## config.mk

```make
export PLATFORM = sky130hd
export DESIGN_NAME = prio_intc
export DESIGN_NICKNAME = d
export VERILOG_FILES = /design/src/rtl/pic_pkg.sv /design/src/rtl/pic_prio.sv /design/src/rtl/pic_req_next.sv /design/src/rtl/prio_intc.sv
export SDC_FILE = /design/constraint.sdc
export NUM_CORES = 1
export LEC_CHECK = 0
export BUFFER_PORTS_ARGS = -buffer_cell sky130_fd_sc_hd__buf_4
export CAP_MARGIN = 10
export CELL_PAD_IN_SITES_DETAIL_PLACEMENT = 0
export CELL_PAD_IN_SITES_GLOBAL_PLACEMENT = 2
export CORE_UTILIZATION = 37
export DETAILED_ROUTE_END_ITERATION = 12
export PLACE_DENSITY = 0.87
export SKIP_CTS_REPAIR_TIMING = 1
export SLEW_MARGIN = 20
export SYNTH_ARGS = -nofsm -noshare
export SYNTH_HDL_FRONTEND = slang
export SYNTH_SLANG_ARGS = --single-unit
export TNS_END_PERCENT = 100
```

## constraint.sdc

```tcl
create_clock -name clk -period 4.8 [get_ports clk]
set_clock_uncertainty 0.15 [all_clocks]
set_input_delay 0.24 -clock clk [delete_from_list [all_inputs] [get_ports clk]]
set_output_delay 0.24 -clock clk [all_outputs]
set_load 0.1 [all_outputs]
```

## src/rtl/pic_pkg.sv

```systemverilog
package pic_pkg;
    localparam int NL   = 8;
    localparam int IDXW = $clog2(NL);
    localparam int BASEW = 8 - IDXW;

    localparam logic [7:0] CMD_EOI = 8'h20;
    localparam logic [2:0] OP_BASE     = 3'b001;
    localparam logic [2:0] OP_SEL_MODE = 3'b010;
    localparam logic [2:0] OP_SEL_MASK = 3'b011;
    localparam logic [2:0] OP_CASCADE  = 3'b100;

    typedef struct packed {
        logic [NL-1:0]    req;
        logic [NL-1:0]    prev;
        logic [NL-1:0]    mask;
        logic [NL-1:0]    mode;
        logic [NL-1:0]    isr;
        logic [BASEW-1:0] base;
        logic             master;
        logic             sel_mode;
        logic             vvalid;
        logic [7:0]       vec;
    } pic_state_t;
endpackage

```

## src/rtl/pic_prio.sv

```systemverilog
module pic_prio #(
    parameter int N  = 8,
    parameter int IW = $clog2(N)
) (
    input  logic [N-1:0]  bits,
    output logic          found,
    output logic [IW-1:0] idx
);
    always_comb begin
        found = 1'b0;
        idx   = '0;
        for (int i = N - 1; i >= 0; i--) begin
            if (bits[i]) begin
                found = 1'b1;
                idx   = IW'(i);
            end
        end
    end
endmodule

```

## src/rtl/pic_req_next.sv

```systemverilog
module pic_req_next #(
    parameter int N = 8
) (
    input  logic [N-1:0] line,
    input  logic [N-1:0] prev,
    input  logic [N-1:0] mode,
    input  logic [N-1:0] req,
    input  logic [N-1:0] clr,
    output logic [N-1:0] req_d
);
    for (genvar g = 0; g < N; g++) begin : g_line
        logic fall;
        assign fall     = prev[g] & ~line[g];
        // level lines follow the pin; edge lines hold until granted, a new fall wins
        assign req_d[g] = mode[g] ? line[g] : ((req[g] & ~clr[g]) | fall);
    end
endmodule

```

## src/rtl/prio_intc.sv

```systemverilog
module prio_intc
    import pic_pkg::*;
#(
    parameter int         CASC_LINE  = 2,
    parameter logic [7:0] RESET_BASE = 8'h08
) (
    input  logic       clk,
    input  logic       rst_n,
    input  logic [7:0] irq_in,
    input  logic       wr_en,
    input  logic       rd_en,
    input  logic       addr,
    input  logic [7:0] wdata,
    output logic [7:0] rdata,
    input  logic       inta,
    output logic       int_out,
    output logic       vec_valid,
    output logic [7:0] vec_out
);
    localparam pic_state_t RST_STATE = '{
        req: '0, prev: '0, mask: '1, mode: '0, isr: '0,
        base: RESET_BASE[7:IDXW], master: 1'b0, sel_mode: 1'b0,
        vvalid: 1'b0, vec: '0
    };

    pic_state_t s_q, s_d;

    logic [NL-1:0]   elig;
    logic            req_found, isr_found;
    logic [IDXW-1:0] req_idx, isr_idx;
    logic            grant, eoi, cmd_wr;
    logic [NL-1:0]   grant_oh, eoi_oh, req_nx;
    logic [NL-1:0]   isr_w, mask_w;
    logic            master_w, sel_mode_w;

    assign elig = s_q.req & ~s_q.mask;

    pic_prio #(.N(NL), .IW(IDXW)) u_pick_req (
        .bits(elig), .found(req_found), .idx(req_idx)
    );
    pic_prio #(.N(NL), .IW(IDXW)) u_pick_isr (
        .bits(s_q.isr), .found(isr_found), .idx(isr_idx)
    );

    assign int_out  = req_found && (!isr_found || (req_idx < isr_idx));
    assign grant    = inta && int_out;
    assign grant_oh = grant ? (NL'(1) << req_idx) : '0;
    assign eoi      = wr_en && !addr && (wdata == CMD_EOI);
    assign cmd_wr   = wr_en && !addr && (wdata != CMD_EOI);
    assign eoi_oh   = (eoi && isr_found) ? (NL'(1) << isr_idx) : '0;

    pic_req_next #(.N(NL)) u_req (
        .line(irq_in), .prev(s_q.prev), .mode(s_q.mode), .req(s_q.req),
        .clr(grant_oh), .req_d(req_nx)
    );

    always_comb begin
        s_d        = s_q;
        s_d.prev   = irq_in;
        s_d.req    = req_nx;
        s_d.isr    = (s_q.isr & ~eoi_oh) | grant_oh;
        s_d.vvalid = grant && !(s_q.master && (req_idx == IDXW'(CASC_LINE)));
        if (grant) begin
            s_d.vec = {s_q.base, req_idx};
        end
        if (wr_en && addr) begin
            if (s_q.sel_mode) s_d.mode = wdata;
            else              s_d.mask = wdata;
        end
        if (cmd_wr) begin
            case (wdata[2:0])
                OP_BASE:     s_d.base     = wdata[7:IDXW];
                OP_SEL_MODE: s_d.sel_mode = 1'b1;
                OP_SEL_MASK: s_d.sel_mode = 1'b0;
                OP_CASCADE:  s_d.master   = wdata[3];
                default:     ;
            endcase
        end
    end

    always_ff @(posedge clk) begin
        if (!rst_n) s_q <= RST_STATE;
        else        s_q <= s_d;
    end

    assign rdata     = (rd_en && addr) ? (s_q.sel_mode ? s_q.mode : s_q.mask) : '0;
    assign vec_valid = s_q.vvalid;
    assign vec_out   = s_q.vec;

    assign isr_w      = s_q.isr;
    assign mask_w     = s_q.mask;
    assign master_w   = s_q.master;
    assign sel_mode_w = s_q.sel_mode;
endmodule

```

# Word level (Yosys, flattened, before mapping)
# Index checks and enable logic that the tools add are counted.
[op_classes] order_cmp=1 reduce_logical=20 mux=45 bitwise=46 n_eq_ne=7 n_shift=2
[ops] op="2-to-1 mux 3 bit" n=16
[ops] op="2-to-1 mux 8 bit" n=4
[ops] op="2-to-1 mux 1 bit" n=24
[ops] op="NOT 1 bit" n=17
[ops] op="bitwise AND 1 bit" n=16
[ops] op="bitwise AND 8 bit" n=2
[ops] op="NOT 8 bit" n=2
[ops] op="left shift 1 x 3 -> 8 bit, first input constant" n=2
[ops] op="logical AND 1 bit" n=10
[ops] op="AND reduction 2 bit" n=5
[ops] op="== test 3 x 2 -> 1 bit, second input constant" n=3
[ops] op="== test 8 x 6 -> 1 bit, second input constant" n=1
[ops] op="inequality test 8 x 6 -> 1 bit, second input constant" n=1
[ops] op="bitwise OR 1 bit" n=8
[ops] op="bitwise OR 8 bit" n=1
[ops] op="== test 3 x 1 -> 1 bit, second input constant" n=1
[ops] op="== test 3 bit, second input constant" n=1
[ops] op="logical NOT 1 bit" n=3
[ops] op="less-than comparator 3 bit" n=1
[ops] op="one-hot mux 1 bit (2 select lines)" n=1
[ops] op="nonzero test 2 bit" n=1
[ops] op="logical OR 1 bit" n=1
[totals] wordCells=131 output_inout_bits=18 ff_bits=56 in_bits=22

# Depth between registers and ports, before layout
# Gate-level depths: netlist of run 1.
[logic_depth] word_depth=19 mapped_depth=10 depth_no_buf=10

# Modules after synthesis
# A second synthesis of run 1 with hierarchy kept.
[unflattened] cells_unflattened=316 hier_area_um2=2760.1
[modules_own_cells] mod="prio_intc" area_per_inst_um2=2379.8 instances=1 cells_each=258 seq_area_each_um2=1121.1
[modules_own_cells] mod="pic_req_next" area_per_inst_um2=220.2 instances=1 cells_each=32 seq_area_each_um2=0.0
[modules_own_cells] mod="pic_prio" area_per_inst_um2=80.1 instances=2 cells_each=13 seq_area_each_um2=0.0

# Least setup slack after synthesis of run 1
# Ideal clock, no wire load.
[synth_timing] kind="register to output" from="register s_q[54] (netlist bit)" to="output port int_out" setup_slack_ns=1.397 t_required_ns=4.410 arrival_ns=3.013 path_stages_with_launch=9 path_buffers=0 path_cell_list="dfxtp_1 > nor2b_1 > nand4bb_1 > nand2b_1 > inv_2 > ha_1 > a221oi_2 > a21oi_2 > nor2_1"
[synth_via] elab_chain_len=11 elab_cells_between_ends=18 cone_classes="order compare (1); mux (14); bitwise (1); reduce/logical (2)"
[synth_rtl] item="start: declaration" line_no="prio_intc.sv:26" rtl="pic_state_t s_q, s_d;"
[synth_rtl] item="start signal: assignment" line_no="prio_intc.sv:82" rtl="if (!rst_n) s_q <= RST_STATE;"
[synth_rtl] item="start signal: assignment" line_no="prio_intc.sv:83" rtl="else s_q <= s_d;"
[synth_rtl] item="bitwise AND 8 bit" line_no="prio_intc.sv:36" rtl="assign elig = s_q.req & ~s_q.mask;"
[synth_rtl] item="2-to-1 mux 3 bit (7 in series)" line_no="pic_prio.sv:13" rtl="if (bits[i]) begin"
[synth_rtl] item="named net req_idx[2]" line_no="prio_intc.sv:30" rtl="logic [IDXW-1:0] req_idx, isr_idx;"
[synth_rtl] item="less-than comparator 3 bit" line_no="prio_intc.sv:45" rtl="assign int_out = req_found && (!isr_found || (req_idx < isr_idx));"
[synth_rtl] item="logical OR 1 bit" line_no="prio_intc.sv:45"
[synth_rtl] item="logical AND 1 bit" line_no="prio_intc.sv:45"
[synth_rtl] item="end: declaration" line_no="prio_intc.sv:16" rtl="output logic int_out,"
# The timed path passes the listed nets, and every way through them passes these cells.

# Worst setup path in the final report of run 1
[layout_timing] from="register s_q (netlist bit mask_w[1])" to="output port int_out"
[layout_via] elab_chain_len=7 elab_cells_between_ends=9 cone_classes="order compare (1); mux (4); bitwise (2); reduce/logical (2)"
[layout_rtl] item="NOT 8 bit" line_no="prio_intc.sv:36"
[layout_rtl] item="bitwise AND 8 bit" line_no="prio_intc.sv:36"
[layout_rtl] item="2-to-1 mux 3 bit (2 in series)" line_no="pic_prio.sv:13"
[layout_rtl] item="named net req_idx[2]" line_no="prio_intc.sv:30"
[layout_rtl] item="less-than comparator 3 bit" line_no="prio_intc.sv:45"
[layout_rtl] item="logical OR 1 bit" line_no="prio_intc.sv:45"
[layout_rtl] item="logical AND 1 bit" line_no="prio_intc.sv:45"
# The timed path passes the listed nets, and every way through them passes these cells.

==> parameters.txt, run 1 <==
Parameter                              Value

Critical path
  Largest fanout of any net on the critical path ... 9
  Worst Setup Start Kind ... flop
  Worst r2r src ... mask_w[1]
  Combined buffer and inverter count along the critical path ... 2
  Ordered list of cells on the worst path ... nand2b_1 -> nand4_1 -> nand2b_1 -> inv_2 -> ha_1 -> a221oi_2 -> a21oi_2 -> nor2_1 -> buf_4
  Path depth of the worst reg2reg path ... 9
  WP data arrival ... 2730 ps
  Setup CP Type ... flop to output pin
  RR Endpoint ... s_q[54]
  Crit path largest cell delay ... 400 ps
  Required time of the critical path ... 4410 ps
  Cell class contributing the biggest share of worst-path delay ... simple AND/OR/NAND/NOR gates
  Cell repeated most along the worst path ... sky130_fd_sc_hd__nand2b_1
  FF-to-FF setup slack ... 2050 ps
  Endpoint kind of the worst setup timing path ... output pin
  Slowest cell on the critical path ... sky130_fd_sc_hd__a221oi_2

Final layout
  Commonest non-fill, non-tap cell in the layout ... sky130_fd_sc_hd__dfxtp_1
  Area used by sequential logic in the layout ... 1121 µm²
  Number of nets in the finished design ... 365
  Antenna fix cells ... 0
  Post-route non-filler standard cell count ... 438
  Multi-input logic area ... 1435 µm²
  Layout overhead on the synthesized area ... 16.03%
  Commonest cells after routing, fill and taps aside ... sky130_fd_sc_hd__dfxtp_1 (56), sky130_fd_sc_hd__buf_4 (39), sky130_fd_sc_hd__nor2_1 (38)
  Proportion of layout cells with a drive suffix above 1 ... 19.01%
  Number of inserted filler cells in the final layout ... 746

Clock tree
  Root Buffer Master ... sky130_fd_sc_hd__clkbuf_8
  CTS buffer count ... 5
  CTS clk-pin slew, worst paths ... 100 ps
  Clock latency on the worst-skew pair ... 310 ps
  H-tree depth ... 2
  Clock sink count ... 56
  CTS tree ... built
  Longest Clk Path Bufs ... 2

Detailed routing
  DRC violation count after routing ... 0
  DR iter-0 viols ... 110
  Count of antenna-violating nets left after detailed routing ... 0
  Via count ... 2,214
  First-pass DRT Iterations ... 4
  Via count normalized by instance count ... 5.055
  DR WL/cell ... 14.73 µm
  Drt total wl ... 6453 µm

Timing
  Max Slew Vio Count ... 0
  Fmax ... 320.8 MHz
  Fraction of the cycle the final worst path needs ... 64.94%
  Tightest slew margin relative to the limit ... 58.19%
  Count of final setup violators ... 0
  Setup tns final ... 0 ps
  Slew @ Worst Pin ... 626.2 ps
  Count of endpoints failing hold in the final timing report ... 3
  RSZ-0062 raised after global routing ... no
  Post-Route Hold Slack ... -6.317 ps
  Worst-case setup margin in the final layout ... 1683 ps
  Fin crit period ... 3117 ps

Power and ir drop
  Sequential share of power ... 53.7%
  Share of power burned in the clock network ... 28.9%
  IR drop worst, VDD ... 0.1321 mV
  Share of total power in combinational logic ... 17.5%
  Design Power ... 915.7 µW
  Switching share of power ... 30.41%
  Static Leak ... 1.344 nW
  NetSw ... 278.5 µW
  Cell Pwr Density ... 293.9 nW/µm²
  Internal Dissipation ... 637.2 µW

Global route
  Number of antenna violations at the first check in global routing ... 0
  Overall overflow remaining after global route ... 0
  Global-route wire length before repair ... 10,380 µm
  Maximum number of pins on one net before global-route repair ... 36
  Vias in the first global route ... 2,010
  Total routing usage reported by global routing ... 18.13%

Floorplan
  Full die area ... 7601 µm²
  Die height ... 87.19 µm
  Initial core utilization ... 38.88%
  Die X ... 87.19 µm
  IO Pins ... 40
  Area of the core ... 6907 µm²
  Site row count ... 30

Synth
  Cell Area, Synth ... 2685 µm²
  Instance count of the mapped netlist ... 309
  Count of flip-flops with a built-in enable after synthesis ... 0
  Avg Cell Area, Syn ... 8.690 µm²
  YS warnings ... 0
  Number of synthesized register bits ... 56
  Nets in the synthesized netlist ... 333
  Dominant register cell in the synthesized netlist ... sky130_fd_sc_hd__dfxtp_1
  Proportion of register bits with asynchronous set or reset after synthesis ... 0%
  Count of cell types in the netlist ... 55
  Proportion of synthesized chip area in sequential cells ... 41.75%

Placed design
  Routability Congestion ... 0.8390
  Detailed-placement wirelength estimate ... 4892 µm
  Setup WS pre-CTS ... 2007 ps
  Number of placed instances with taps included ... 428
  Number of port buffers ... 39

Outcome
  Outcome ... finished with violations
  Violations in the final reports ... negative hold slack

Job
  Max cap viols ... 0

Min path
  Number of instances on the worst hold path ... 2
  Endpoint of the worst hold-timing path ... s_q[45]
  Launch point of the worst hold path ... irq_in[5]
  Class of the tightest hold or removal check ... input pin to flop
final cells by class:
type	count	area share, %
Tap cell	96	3.855
Inverter	10	1.205
Multi-Input combinational cell	227	46.06
Clock inverter	2	0.5221
Clock buffer	6	2.329
Timing Repair Buffer	41	10.04
Sequential cell	56	35.98
worst max path at each step:
stage	cells past startpoint	startpoint	slack (ps)	endpoint
global placement	9	mask_w[1]	2060	int_out
detailed placement	9	mask_w[1]	2010	int_out
floorplan	8	s_q[54]	1400	int_out
finish	9	mask_w[1]	1680	int_out
CTS	9	mask_w[1]	1640	int_out
global route	9	mask_w[1]	1430	int_out
sequential cells by signal, indices dropped and copies added (netlist names):
name        flops
vec_valid       1
vec_out         8
s_q            29
master_w        1
isr_w           8
mask_w          8
sel_mode_w      1
through the flow:
stage                     hold WS (ps)  util, %  instance area (µm²)
final                           -6.317    45.11                 3115
after global routing             1.262    45.11                 3115
after CTS                       -9.857    44.82                 3095
after detailed placement         307.9    43.53                 3007
after global placement           296.4    43.53                 3007
after floorplan                  211.7        -                 2685
power by group through the flow:
stage	Sequential (mW)	Combinational, mW	Clock, mW
finish	0.491	0.160	0.264
global placement	0.502	0.161	0
detailed placement	0.502	0.160	0
floorplan	0.499	0.115	0
CTS	0.491	0.161	0.270
global route	0.494	0.173	0.287
kinds of logic (layout without fill, tap and decap cells):
logic type | Yosys count | in the layout | synth area share (%)
compound gates | 66 | 66 | 17.48
flops | 56 | 56 | 41.75
fa+ha+maj | 2 | 2 | 0.9318
buf+inv | 26 | 59 | 4.799
simple gates | 137 | 137 | 26.84
mux | 22 | 22 | 8.201
per-layer routing:
| metal | share of wire (%) | GRT usage (%) |
|---|---|---|
| met1 | 52 | 26.67 |
| met5 | 0 | 0 |
| met4 | 0.67 | 5.365 |
| met2 | 44 | 27.27 |
| met3 | 3.4 | 2.749 |
cells in the mapped netlist (2+ instances only):
cell type | instances | share of area, %
sky130_fd_sc_hd__o41ai_1 | 2 | 0.65
sky130_fd_sc_hd__and3_1 | 2 | 0.47
sky130_fd_sc_hd__o311a_1 | 3 | 1.1
sky130_fd_sc_hd__a211o_1 | 2 | 0.65
sky130_fd_sc_hd__or2_2 | 2 | 0.47
sky130_fd_sc_hd__nor3_1 | 2 | 0.37
sky130_fd_sc_hd__mux2i_1 | 22 | 8.2
sky130_fd_sc_hd__ha_1 | 2 | 0.93
sky130_fd_sc_hd__nand2b_4 | 3 | 1.5
sky130_fd_sc_hd__nand3_1 | 19 | 3.5
sky130_fd_sc_hd__nor3b_1 | 5 | 1.4
sky130_fd_sc_hd__nor2b_1 | 9 | 2.1
sky130_fd_sc_hd__nand2b_1 | 7 | 1.6
sky130_fd_sc_hd__buf_4 | 8 | 2.2
sky130_fd_sc_hd__a221oi_1 | 2 | 0.65
sky130_fd_sc_hd__inv_1 | 8 | 1.1
sky130_fd_sc_hd__nand4_1 | 2 | 0.47
sky130_fd_sc_hd__clkbuf_1 | 7 | 0.98
sky130_fd_sc_hd__and2_1 | 7 | 1.6
sky130_fd_sc_hd__a21oi_1 | 21 | 3.9
sky130_fd_sc_hd__o31ai_1 | 3 | 0.84
sky130_fd_sc_hd__nand2_1 | 34 | 4.8
sky130_fd_sc_hd__nor2_1 | 38 | 5.3
sky130_fd_sc_hd__o21ai_0 | 13 | 2.4
sky130_fd_sc_hd__dfxtp_1 | 56 | 42
No activity file was read; power rests on OpenSTA's default activity.
==> run 2: changes to the inputs <==
CORE_UTILIZATION = 31   (was 37)
PLACE_DENSITY = 0.78   (was 0.87)
clock period = 2.75 ns   (was 4.8 ns; I/O delays follow)
==> parameters.txt, run 2 (synthesis gave the netlist of run 1 again) <==
Parameter                              Value

Final layout
  Cell area after layout ... 3508 µm² (+13%)
  Layout overhead on the synthesized area ... 30.66%
  Proportion of layout cells with a drive suffix above 1 ... 25.95% (+6.9 points)
  Post-route core utilization ... 42.27% (-2.8 points)
  Number of nets in the finished design ... 393 (+7.7%)
  Number of inserted filler cells in the final layout ... 848 (+14%)
  Number of flip-flops under the largest register name ... 29 (unchanged)
  Commonest non-fill, non-tap cell in the layout ... sky130_fd_sc_hd__buf_4
  Register with the most flip-flops ... s_q
  Commonest cells after routing, fill and taps aside ... sky130_fd_sc_hd__buf_4 (52), sky130_fd_sc_hd__dfxtp_1 (49), sky130_fd_sc_hd__nor2_1 (37)
  Antenna fix cells ... 0 (unchanged)
  Post-route non-filler standard cell count ... 475 (+8.4%)

Global route
  Maximum number of pins on one net before global-route repair ... 36 (unchanged)
  Overall overflow remaining after global route ... 0 (unchanged)
  Total routing usage reported by global routing ... 16.36% (-1.8 points)
  Global-route wire length before repair ... 11,210 µm (+8.0%)
  Number of antenna violations at the first check in global routing ... 0 (unchanged)
  Vias in the first global route ... 2,124 (+5.7%)

Min path
  Endpoint of the worst hold-timing path ... s_q[11]
  Number of instances on the worst hold path ... 2 (unchanged)
  Launch point of the worst hold path ... rst_n
  Class of the tightest hold or removal check ... input pin to flop

Placed design
  Number of port buffers ... 39 (unchanged)
  Number of placed instances with taps included ... 442 (+3.3%)
  Post-placement cell area ... 3063 µm² (+1.9%)
  Detailed-placement wirelength estimate ... 5186 µm (+6.0%)
  Routability Congestion ... 0.7966 (-5.1%)

Power and ir drop
  Share of total power in combinational logic ... 19.2% (+1.7 points)
  Sequential share of power ... 49.7% (-4.0 points)
  Static Leak ... 1.515 nW (+13%)
  Internal Dissipation ... 1.241 mW (+95%)
  IR drop worst, VDD ... 0.2679 mV (+100%)
  Cell Pwr Density ... 494.1 nW/µm² (+68%)
  NetSw ... 492.9 µW (+77%)
  Share of power burned in the clock network ... 31.2% (+2.3 points)
  Switching share of power ... 28.43% (-2.0 points)
  Design Power ... 1.733 mW (+89%)

Clock tree
  CTS buffer count ... 5 (unchanged)
  Clock latency on the worst-skew pair ... 310 ps (about the same)
  Root Buffer Master ... sky130_fd_sc_hd__clkbuf_8
  CTS tree ... built
  H-tree depth ... 2 (unchanged)
  Clock sink count ... 56 (unchanged)
  Longest Clk Path Bufs ... 2 (unchanged)
  CTS clk-pin slew, worst paths ... 100 ps (about the same)

Detailed routing
  Drt total wl ... 7145 µm (+11%)
  DR iter-0 viols ... 70 (-36%)
  DRC violation count after routing ... 0 (unchanged)
  Count of antenna-violating nets left after detailed routing ... 0 (unchanged)
  DR WL/cell ... 15.04 µm (+2.1%)
  Via count normalized by instance count ... 4.928 (-2.5%)
  First-pass DRT Iterations ... 4 (unchanged)
  Via count ... 2,341 (+5.7%)

Timing
  Count of final setup violators ... 0 (unchanged)
  Max Slew Vio Count ... 0 (unchanged)
  Fmax ... 380.7 MHz
  Tightest slew margin relative to the limit ... 58.03% (-0.17 points)
  Post-Route Hold Slack ... -3.297 ps (+3.020 ps)
  RSZ-0062 raised after global routing ... no
  Count of endpoints failing hold in the final timing report ... 1 (-2)
  Fraction of the cycle the final worst path needs ... 95.52%
  Slew @ Worst Pin ... 628.8 ps (+2.536 ps)
  Fin crit period ... 2627 ps

Critical path
  Worst Setup Start Kind ... flop
  WP data arrival ... 2340 ps (-390 ps)
  Setup CP Type ... flop to output pin
  Required time of the critical path ... 2460 ps (-1950 ps)
  Path depth of the worst reg2reg path ... 10 (+1)
  RR Endpoint ... s_q[51]
  Largest fanout of any net on the critical path ... 4 (-5)
  FF-to-FF setup slack ... 140 ps (-1910 ps)
  Worst r2r src ... mask_w[4]
  Endpoint kind of the worst setup timing path ... output pin

Floorplan
  Die X ... 95.07 µm (+9.0%)
  Site row count ... 33 (+10%)
  IO Pins ... 40 (unchanged)
  Area of the core ... 8299 µm² (+20%)
  Initial core utilization ... 32.35% (-6.5 points)
  Die height ... 95.07 µm (+9.0%)
  Full die area ... 9037 µm² (+19%)

Job
  Max cap viols ... 0 (unchanged)

Outcome
  Violations in the final reports ... negative hold slack
  Outcome ... finished with violations
-- run 2: changes by cell type in the layout (fill, tap and decap cells not counted), sizes merged --
cell / delta
buf: +14
dlygate4sd3: +14
bufinv: +1
clkinv: +1
clkinvlp: -1
inv: -1
-- run 2: routing by layer --
metal  GRT usage (%)  vias to the layer above  part of all wire (%)
met1           22.55                     1092                    48
met5               0                        -                     0
met3           2.472                        9                   4.1
met4           3.788                        0                   1.9
li1                -                     1194                     -
met2           26.73                       46                    46
-- run 2: critical path: stages (launching register included) --
cell and delay [ps]:
sky130_fd_sc_hd__dfxtp_2 340, sky130_fd_sc_hd__nor2b_2 150, sky130_fd_sc_hd__o211ai_1 190, sky130_fd_sc_hd__a31o_2 210, sky130_fd_sc_hd__inv_1 60, sky130_fd_sc_hd__ha_2 300
sky130_fd_sc_hd__o21ai_0 70, sky130_fd_sc_hd__a32o_2 280, sky130_fd_sc_hd__a21oi_4 190, sky130_fd_sc_hd__nor2_4 70, sky130_fd_sc_hd__buf_12 160
-- run 2: worst max-delay path by stage --
stage / end / slack, ps / start / cells past startpoint
global placement: s_q[55] / 140 / s_q[55] / 10
CTS: int_out / -160 / mask_w[5] / 9
detailed placement: s_q[55] / 90 / s_q[55] / 10
finish: int_out / 120 / s_q[55] / 10
floorplan: int_out / 200 / s_q[54] / 8
global route: s_q[51] / 10 / mask_w[7] / 10
-- run 2: area by class of cell --
cell class | count | area [µm²] | share of cell area [%]
multi-input cells | 227 | 1531 | 43.65
clock buffers | 6 | 72.57 | 2.068
flip-flops and latches | 56 | 1130 | 32.20
well taps | 105 | 131.4 | 3.745
clock inverters | 2 | 35.03 | 0.9986
repair buffers | 69 | 570.5 | 16.26
inverters | 10 | 37.54 | 1.070
-- run 2: power groups by stage --
stage               clock network (mW)  registers, mW  logic, mW
floorplan                            0          0.871      0.204
global placement                     0          0.876      0.287
detailed placement                   0          0.876      0.287
CTS                              0.555          0.858      0.288
global route                     0.585          0.865      0.356
finish                           0.541          0.861      0.332
-- run 2: per-stage QoR --
step / setup WS, ps / setup TNS, ps
after floorplan: 202.0 / 0
after global placement: 135.7 / 0
after detailed placement: 91.03 / 0
after CTS: -156.2 / -156.2
after global routing: 14.89 / 0
final: 123.2 / 0
